## config.mk

```make
export PLATFORM = sky130hd
export DESIGN_NAME = pio_regfile
export DESIGN_NICKNAME = d
export VERILOG_FILES = /design/src/rtl/pio_regfile_pkg.sv /design/src/rtl/pio_addr_dec.sv /design/src/rtl/pio_ctl_bank.sv /design/src/rtl/pio_gpio_core.sv /design/src/rtl/pio_regfile.sv
export SDC_FILE = /design/constraint.sdc
export NUM_CORES = 1
export LEC_CHECK = 0
export ABC_AREA = 1
export BUFFER_PORTS_ARGS = -buffer_cell sky130_fd_sc_hd__clkbuf_2
export CORE_MARGIN = 4
export CORE_UTILIZATION = 40
export CTS_CLUSTER_SIZE = 10
export DETAILED_ROUTE_END_ITERATION = 16
export GPL_TIMING_DRIVEN = 0
export PLACE_DENSITY = 0.64
export SLEW_MARGIN = 20
export SYNTH_ARGS = -nofsm -noshare
export SYNTH_HDL_FRONTEND = slang
export SYNTH_HIERARCHICAL = 1
export SYNTH_SLANG_ARGS = --single-unit
```

## constraint.sdc

```tcl
create_clock -name clk -period 2.29 [get_ports clk]
set_input_delay 0.1145 -clock clk [delete_from_list [all_inputs] [get_ports clk]]
set_output_delay 0.1145 -clock clk [all_outputs]
set_load 0.01 [all_outputs]
```

## src/rtl/pio_regfile_pkg.sv

```systemverilog
package pio_regfile_pkg;

   localparam int NREG = 16;
   localparam int IDX_W = 4;

   typedef enum logic [IDX_W-1:0] {
      RI_MODE    = 4'd0,
      RI_CFG     = 4'd1,
      RI_STAT    = 4'd2,
      RI_PWR     = 4'd3,
      RI_CLK     = 4'd4,
      RI_IRQ_REQ = 4'd5,
      RI_IRQ_MSK = 4'd6,
      RI_IRQ_STS = 4'd7,
      RI_DIR     = 4'd8,
      RI_LVL_W   = 4'd9,
      RI_LVL_R   = 4'd10
   } reg_idx_e;

   // true for registers that only store what is written
   function automatic bit is_plain(input int k);
      return (k == int'(RI_MODE))    || (k == int'(RI_CFG))     ||
             (k == int'(RI_CLK))     || (k == int'(RI_IRQ_REQ)) ||
             (k == int'(RI_IRQ_MSK)) || (k == int'(RI_IRQ_STS));
   endfunction

endpackage

```

## src/rtl/pio_addr_dec.sv

```systemverilog
module pio_addr_dec
   import pio_regfile_pkg::*;
(
   input  logic            req_valid,
   input  logic            req_write,
   input  logic [5:0]      req_addr,
   output logic [NREG-1:0] wr_en,
   output logic            rd_en,
   output logic            rd_ok,
   output logic [IDX_W-1:0] rd_idx
);
   logic             aligned;
   logic [IDX_W-1:0] idx;
   logic             mapped;

   assign idx     = req_addr[5:2];
   assign aligned = (req_addr[1:0] == 2'b00);
   assign mapped  = aligned && (idx <= RI_LVL_R);

   assign rd_en  = req_valid && !req_write;
   assign rd_ok  = mapped;
   assign rd_idx = idx;

   for (genvar k = 0; k < NREG; k++) begin : g_wsel
      if (k <= int'(RI_LVL_R) && k != int'(RI_STAT)) begin : g_map
         assign wr_en[k] = req_valid && req_write && aligned && (idx == IDX_W'(k));
      end else begin : g_none
         assign wr_en[k] = 1'b0;
      end
   end

endmodule

```

## src/rtl/pio_ctl_bank.sv

```systemverilog
module pio_ctl_bank
   import pio_regfile_pkg::*;
#(
   parameter int          DW           = 16,
   parameter logic [DW-1:0] STATUS_RST = 16'h0002,
   parameter int          PWR_TRIG     = 7,
   parameter logic [DW-1:0] PWR_FORCE  = 16'h8040,
   parameter bit          PWR_FORCE_EN = 1'b1
)(
   input  logic                     clk,
   input  logic                     rst_n,
   input  logic [NREG-1:0]          wr_en,
   input  logic [DW-1:0]            wdata,
   output logic [NREG-1:0][DW-1:0]  q
);
   logic [DW-1:0] pwr_nx;

   if (PWR_FORCE_EN) begin : g_force
      assign pwr_nx = wdata[PWR_TRIG] ? (wdata | PWR_FORCE) : wdata;
   end else begin : g_noforce
      assign pwr_nx = wdata;
   end

   for (genvar k = 0; k < NREG; k++) begin : g_reg
      if (k == int'(RI_PWR)) begin : g_pwr
         logic [DW-1:0] r;
         always_ff @(posedge clk or negedge rst_n)
            if (!rst_n)        r <= '0;
            else if (wr_en[k]) r <= pwr_nx;
         assign q[k] = r;
      end else if (is_plain(k)) begin : g_plain
         logic [DW-1:0] r;
         always_ff @(posedge clk or negedge rst_n)
            if (!rst_n)        r <= '0;
            else if (wr_en[k]) r <= wdata;
         assign q[k] = r;
      end else if (k == int'(RI_STAT)) begin : g_stat
         logic unused_we;
         assign unused_we = wr_en[k];
         assign q[k] = STATUS_RST;
      end else begin : g_zero
         logic unused_we;
         assign unused_we = wr_en[k];
         assign q[k] = '0;
      end
   end

   if (PWR_FORCE_EN) begin : g_pwr_chk
      AST_PWR_FORCE: assert property (@(posedge clk) disable iff (!rst_n)
         wr_en[RI_PWR] && wdata[PWR_TRIG] |=> ((q[RI_PWR] & PWR_FORCE) == PWR_FORCE));
   end
   AST_PWR_PLAIN: assert property (@(posedge clk) disable iff (!rst_n)
      wr_en[RI_PWR] && !wdata[PWR_TRIG] |=> (q[RI_PWR] == $past(wdata)));

endmodule

```

## src/rtl/pio_gpio_core.sv

```systemverilog
module pio_gpio_core #(
   parameter int NLINES = 16
)(
   input  logic              clk,
   input  logic              rst_n,
   input  logic              wr_dir,
   input  logic              wr_lvl,
   input  logic [NLINES-1:0] wdata,
   input  logic [NLINES-1:0] ext_we,
   input  logic [NLINES-1:0] ext_lvl,
   output logic [NLINES-1:0] dir_q,
   output logic [NLINES-1:0] lvl_q,
   output logic [NLINES-1:0] gpio_out
);
   logic [NLINES-1:0] dir_nx;
   logic [NLINES-1:0] lvl_bus;
   logic [NLINES-1:0] eff_nx;
   logic              refresh;

   assign dir_nx  = wr_dir ? wdata : dir_q;
   assign lvl_bus = wdata & dir_q;
   assign eff_nx  = (wr_lvl ? lvl_bus : lvl_q) & dir_nx;
   assign refresh = wr_dir || wr_lvl;

   always_ff @(posedge clk or negedge rst_n)
      if (!rst_n) dir_q <= '0;
      else        dir_q <= dir_nx;

   for (genvar i = 0; i < NLINES; i++) begin : g_line
      always_ff @(posedge clk or negedge rst_n)
         if (!rst_n)         lvl_q[i] <= 1'b0;
         else if (wr_lvl)    lvl_q[i] <= lvl_bus[i];
         else if (ext_we[i]) lvl_q[i] <= ext_lvl[i];

      always_ff @(posedge clk or negedge rst_n)
         if (!rst_n)                                 gpio_out[i] <= 1'b0;
         else if (refresh && (eff_nx[i] != gpio_out[i])) gpio_out[i] <= eff_nx[i];
   end

   AST_OUT_HOLD: assert property (@(posedge clk) disable iff (!rst_n)
      !refresh |=> $stable(gpio_out));
   AST_OUT_TRACK: assert property (@(posedge clk) disable iff (!rst_n)
      refresh && (ext_we == '0) |=> (gpio_out == (lvl_q & dir_q)));
   AST_LVL_MASKED: assert property (@(posedge clk) disable iff (!rst_n)
      wr_lvl |=> ((lvl_q & ~dir_q) == '0));
   AST_BUS_WINS: assert property (@(posedge clk) disable iff (!rst_n)
      wr_lvl |=> (lvl_q == ($past(wdata) & dir_q)));

endmodule

```

## src/rtl/pio_regfile.sv

```systemverilog
module pio_regfile
   import pio_regfile_pkg::*;
#(
   parameter int            AW           = 6,
   parameter int            BUS_W        = 32,
   parameter int            DW           = 16,
   parameter int            NLINES       = 16,
   parameter logic [DW-1:0] STATUS_RST   = 16'h0002,
   parameter int            PWR_TRIG     = 7,
   parameter logic [DW-1:0] PWR_FORCE    = 16'h8040,
   parameter bit            PWR_FORCE_EN = 1'b1
)(
   input  logic              clk,
   input  logic              rst_n,
   input  logic              bus_valid,
   input  logic              bus_write,
   input  logic [AW-1:0]     bus_addr,
   input  logic [BUS_W-1:0]  bus_wdata,
   output logic [DW-1:0]     bus_rdata,
   input  logic [NLINES-1:0] ext_we,
   input  logic [NLINES-1:0] ext_lvl,
   output logic [NLINES-1:0] gpio_out
);
   if (AW < 6)            begin : g_bad_aw  $error("AW must cover the 6-bit register window"); end
   if (BUS_W < DW)        begin : g_bad_bw  $error("BUS_W must be at least DW"); end
   if (NLINES > DW)       begin : g_bad_nl  $error("NLINES must fit in DW"); end
   if (PWR_TRIG >= DW)    begin : g_bad_pt  $error("PWR_TRIG outside the register"); end

   logic [DW-1:0]           wdata;
   logic [NREG-1:0]         wr_en;
   logic                    rd_en;
   logic                    rd_ok;
   logic [IDX_W-1:0]        rd_idx;
   logic [NREG-1:0][DW-1:0] bank_q;
   logic [NLINES-1:0]       dir_q;
   logic [NLINES-1:0]       lvl_q;
   logic [DW-1:0]           rd_mux;

   assign wdata = bus_wdata[DW-1:0];

   if (BUS_W > DW) begin : g_wtrunc
      logic unused_hi;
      assign unused_hi = ^bus_wdata[BUS_W-1:DW];
   end
   if (AW > 6) begin : g_atrunc
      logic unused_ahi;
      assign unused_ahi = ^bus_addr[AW-1:6];
   end

   pio_addr_dec u_dec (
      .req_valid (bus_valid),
      .req_write (bus_write),
      .req_addr  (bus_addr[5:0]),
      .wr_en     (wr_en),
      .rd_en     (rd_en),
      .rd_ok     (rd_ok),
      .rd_idx    (rd_idx)
   );

   pio_ctl_bank #(
      .DW           (DW),
      .STATUS_RST   (STATUS_RST),
      .PWR_TRIG     (PWR_TRIG),
      .PWR_FORCE    (PWR_FORCE),
      .PWR_FORCE_EN (PWR_FORCE_EN)
   ) u_bank (
      .clk   (clk),
      .rst_n (rst_n),
      .wr_en (wr_en),
      .wdata (wdata),
      .q     (bank_q)
   );

   pio_gpio_core #(.NLINES(NLINES)) u_gpio (
      .clk      (clk),
      .rst_n    (rst_n),
      .wr_dir   (wr_en[RI_DIR]),
      .wr_lvl   (wr_en[RI_LVL_W] || wr_en[RI_LVL_R]),
      .wdata    (wdata[NLINES-1:0]),
      .ext_we   (ext_we),
      .ext_lvl  (ext_lvl),
      .dir_q    (dir_q),
      .lvl_q    (lvl_q),
      .gpio_out (gpio_out)
   );

   always_comb begin
      rd_mux = '0;
      if (rd_ok) begin
         case (rd_idx)
            RI_DIR:             rd_mux[NLINES-1:0] = dir_q;
            RI_LVL_W, RI_LVL_R: rd_mux[NLINES-1:0] = lvl_q;
            default:            rd_mux = bank_q[rd_idx];
         endcase
      end
   end

   always_ff @(posedge clk or negedge rst_n)
      if (!rst_n)     bus_rdata <= '0;
      else if (rd_en) bus_rdata <= rd_mux;

   AST_RD_HOLD: assert property (@(posedge clk) disable iff (!rst_n)
      !rd_en |=> $stable(bus_rdata));
   AST_RD_STATUS: assert property (@(posedge clk) disable iff (!rst_n)
      rd_en && rd_ok && (rd_idx == RI_STAT) |=> (bus_rdata == STATUS_RST));
   AST_RD_UNMAPPED: assert property (@(posedge clk) disable iff (!rst_n)
      rd_en && !rd_ok |=> (bus_rdata == '0));

endmodule

```

==> impl_metrics.env <==
export IMPL_io_pins=106
export IMPL_clkPwrFrac=0.370
export IMPL_p_leak_nw=7.00
export IMPL_dp_hpwl_mm=23.4
export IMPL_grt_max_degree=69
export IMPL_route_met2_wl_mm=13.3
export IMPL_finalSetupTns_ns=0
export IMPL_wl_met1_mm=15.4
export IMPL_crit_path_end_kind="flop"
export IMPL_path_clk_slew_ns=0.09
export IMPL_p_total_w=0.00790
export IMPL_criticalPathCategory="input pin to flop"
export IMPL_regArea_um2=4400
export IMPL_ir_worst_vdd_mv=0.479
export IMPL_die_w_um=170
export IMPL_numCtsBuffers=17
export IMPL_grt_use_total=0.226
export IMPL_vias=9734
export IMPL_rows=58
export IMPL_drcViolationCount=0
export IMPL_worstPathMaxFanout=10
export IMPL_status="completed"
export IMPL_fill_cells=2538
export IMPL_whs_ns=0.0161
export IMPL_crit_required_ns=2.62
export IMPL_clkLatencyLatePin_ns=0.44
export IMPL_rsz0062_at_grt="no"
export IMPL_clk_path_buf_depth=2
export IMPL_drt_pass1_iterations=6
export IMPL_cap_violations=0
export IMPL_final_cells=2038
export IMPL_startpoint_type="input pin"
export IMPL_dp_cells=1973
export IMPL_synth_cells=1455
export IMPL_power_density_nw_per_um2=624
export IMPL_routed_wl_met3_mm=2.21
export IMPL_skew_ns=0.0143
export IMPL_seqPwrFrac=0.460
export IMPL_die_h_um=170
export IMPL_combPwrFrac=0.170
export IMPL_timing_fmax_mhz=576
export IMPL_syn_area_um2=10500
export IMPL_worstHoldPathType="input pin to flop"
export IMPL_cts_tree="done"
export IMPL_place_congestion=0.860
export IMPL_htree_levels=4
export IMPL_final_nets=1769
export IMPL_final_common_cell="nand2_1"
export IMPL_syn_avg_cell_area_um2=7.18
export IMPL_setup_viol=0
export IMPL_final_cell_mix="nand2_1, nand3_1, dfrtp_1, buf_4, o21ai_0"
export IMPL_synth_warnings=6
export IMPL_place_ws_ns=0.363
export IMPL_cts_sinks=176
export IMPL_overflow=0
export IMPL_initial_utilization=0.410
export IMPL_antenna_found_initial=0
export IMPL_layout_setup_ws_ns=0.555
export IMPL_finalCriticalPeriod_ns=1.74
export IMPL_syn2layout_area_growth_pct=21.2
export IMPL_core_area_um2=25500
export IMPL_swShare=0.309
export IMPL_internal_power_w=0.00546
export IMPL_num_antenna_cells=0
export IMPL_p_sw_w=0.00245
export IMPL_maxSlewViolCount=0
export IMPL_io_buffers=89
export IMPL_slew_headroom=0.623
export IMPL_post_route_period_util=0.758
export IMPL_critical_path_arrival_ns=2.06
export IMPL_first_global_vias=9204
export IMPL_grt_pass1_wl_mm=51.1
export IMPL_drtIter0Drc=770
export IMPL_routed_wl_mm=32.1
export IMPL_tightestPinTransition_ns=0.566
export IMPL_maxUsedRoutingLayer="met4"
export IMPL_ant_nets=0
export IMPL_drive_above_1_share=0.187
export IMPL_viasPerCell=4.78
export IMPL_die_area_um2=28800
export IMPL_hold_viol_final=0
export IMPL_post_cts_resized=0
export IMPL_wl_per_cell_um=15.8
export IMPL_root_buffer="clkbuf_16"
export IMPL_multi_input_area_um2=4560
==> worst max-delay path, cell delays in order <==
cell and delay (ns):
clkbuf_2 0.09, nand2_1 0.09, inv_2 0.07, nand3_1 0.11, nor2_1 0.04, or2_2 0.29
buf_4 0.18, buf_2 0.21, nor3_1 0.24, a21oi_1 0.06, dlygate4sd3_1 0.56
==> power by group through the flow <==
stage | Combinational, W | Clock [W] | Sequential [W]
2_1_floorplan | 0.000812 | 0 | 0.00365
3_3_place_gp | 0.00123 | 0 | 0.00368
3_5_place_dp | 0.00127 | 0 | 0.00369
4_1_cts | 0.00133 | 0.00297 | 0.00363
5_1_grt | 0.00152 | 0.00311 | 0.00368
6_report | 0.00135 | 0.00292 | 0.00363
==> state kept, by name (all words and copies together) (netlist names) <==
name                cells
u_gpio/dir_q           16
u_bank/g.g_pwr.r       16
u_gpio/gpio_out        16
bus_rdata              16
u_bank/g.g_plain.r     96
u_gpio/lvl_q           16
==> metrics by stage <==
stage,utilization,area (um2)
3_5_place_dp,0.461,11700
6_report,0.497,12700
2_1_floorplan,-,10800
3_3_place_gp,0.458,11700
5_1_grt,0.497,12700
4_1_cts,0.497,12700
==> path summary, 6_finish.rpt <==
kind | startpoint | end | slack [ns] | cells after the start
max in group asynchronous | rst_n | bus_rdata[12] | 1.07 | 4
worst max register to register | u_gpio/lvl_q[5] | u_gpio/lvl_q[5] | 0.93 | 3
worst min register to register | u_bank/g_reg[3].g_pwr.r[0] | u_bank/g_reg[3].g_pwr.r[0] | 0.48 | 2
worst min-delay path | ext_lvl[9] | u_gpio/lvl_q[9] | 0.02 | 3
min in group asynchronous | rst_n | u_bank/g_reg[5].g_plain.r[5] | 0.18 | 2
worst max-delay path | bus_write | u_gpio/lvl_q[5] | 0.55 | 11
==> layer usage <==
layer / vias up / GRT usage
met5: - / 0
met4: 0 / 0.0914
met3: 40 / 0.0359
met2: 356 / 0.322
met1: 4462 / 0.342
li1: 4876 / -
==> repair_timing <==
item                                   CTS  global route
hold buffers                            33             0
setup buffers                            0             0
endpoints found under the hold margin   67             0
==> layout make-up <==
class | count | share of cell area
Multi-Input combinational cell | 1058 | 0.360
Sequential cell | 176 | 0.348
Buffer | 183 | 0.105
Timing Repair Buffer | 124 | 0.0663
Inverter | 135 | 0.0410
Clock buffer | 17 | 0.0336
Tap cell | 330 | 0.0326
Clock inverter | 15 | 0.0133
Power figures use the tool's default switching activity.
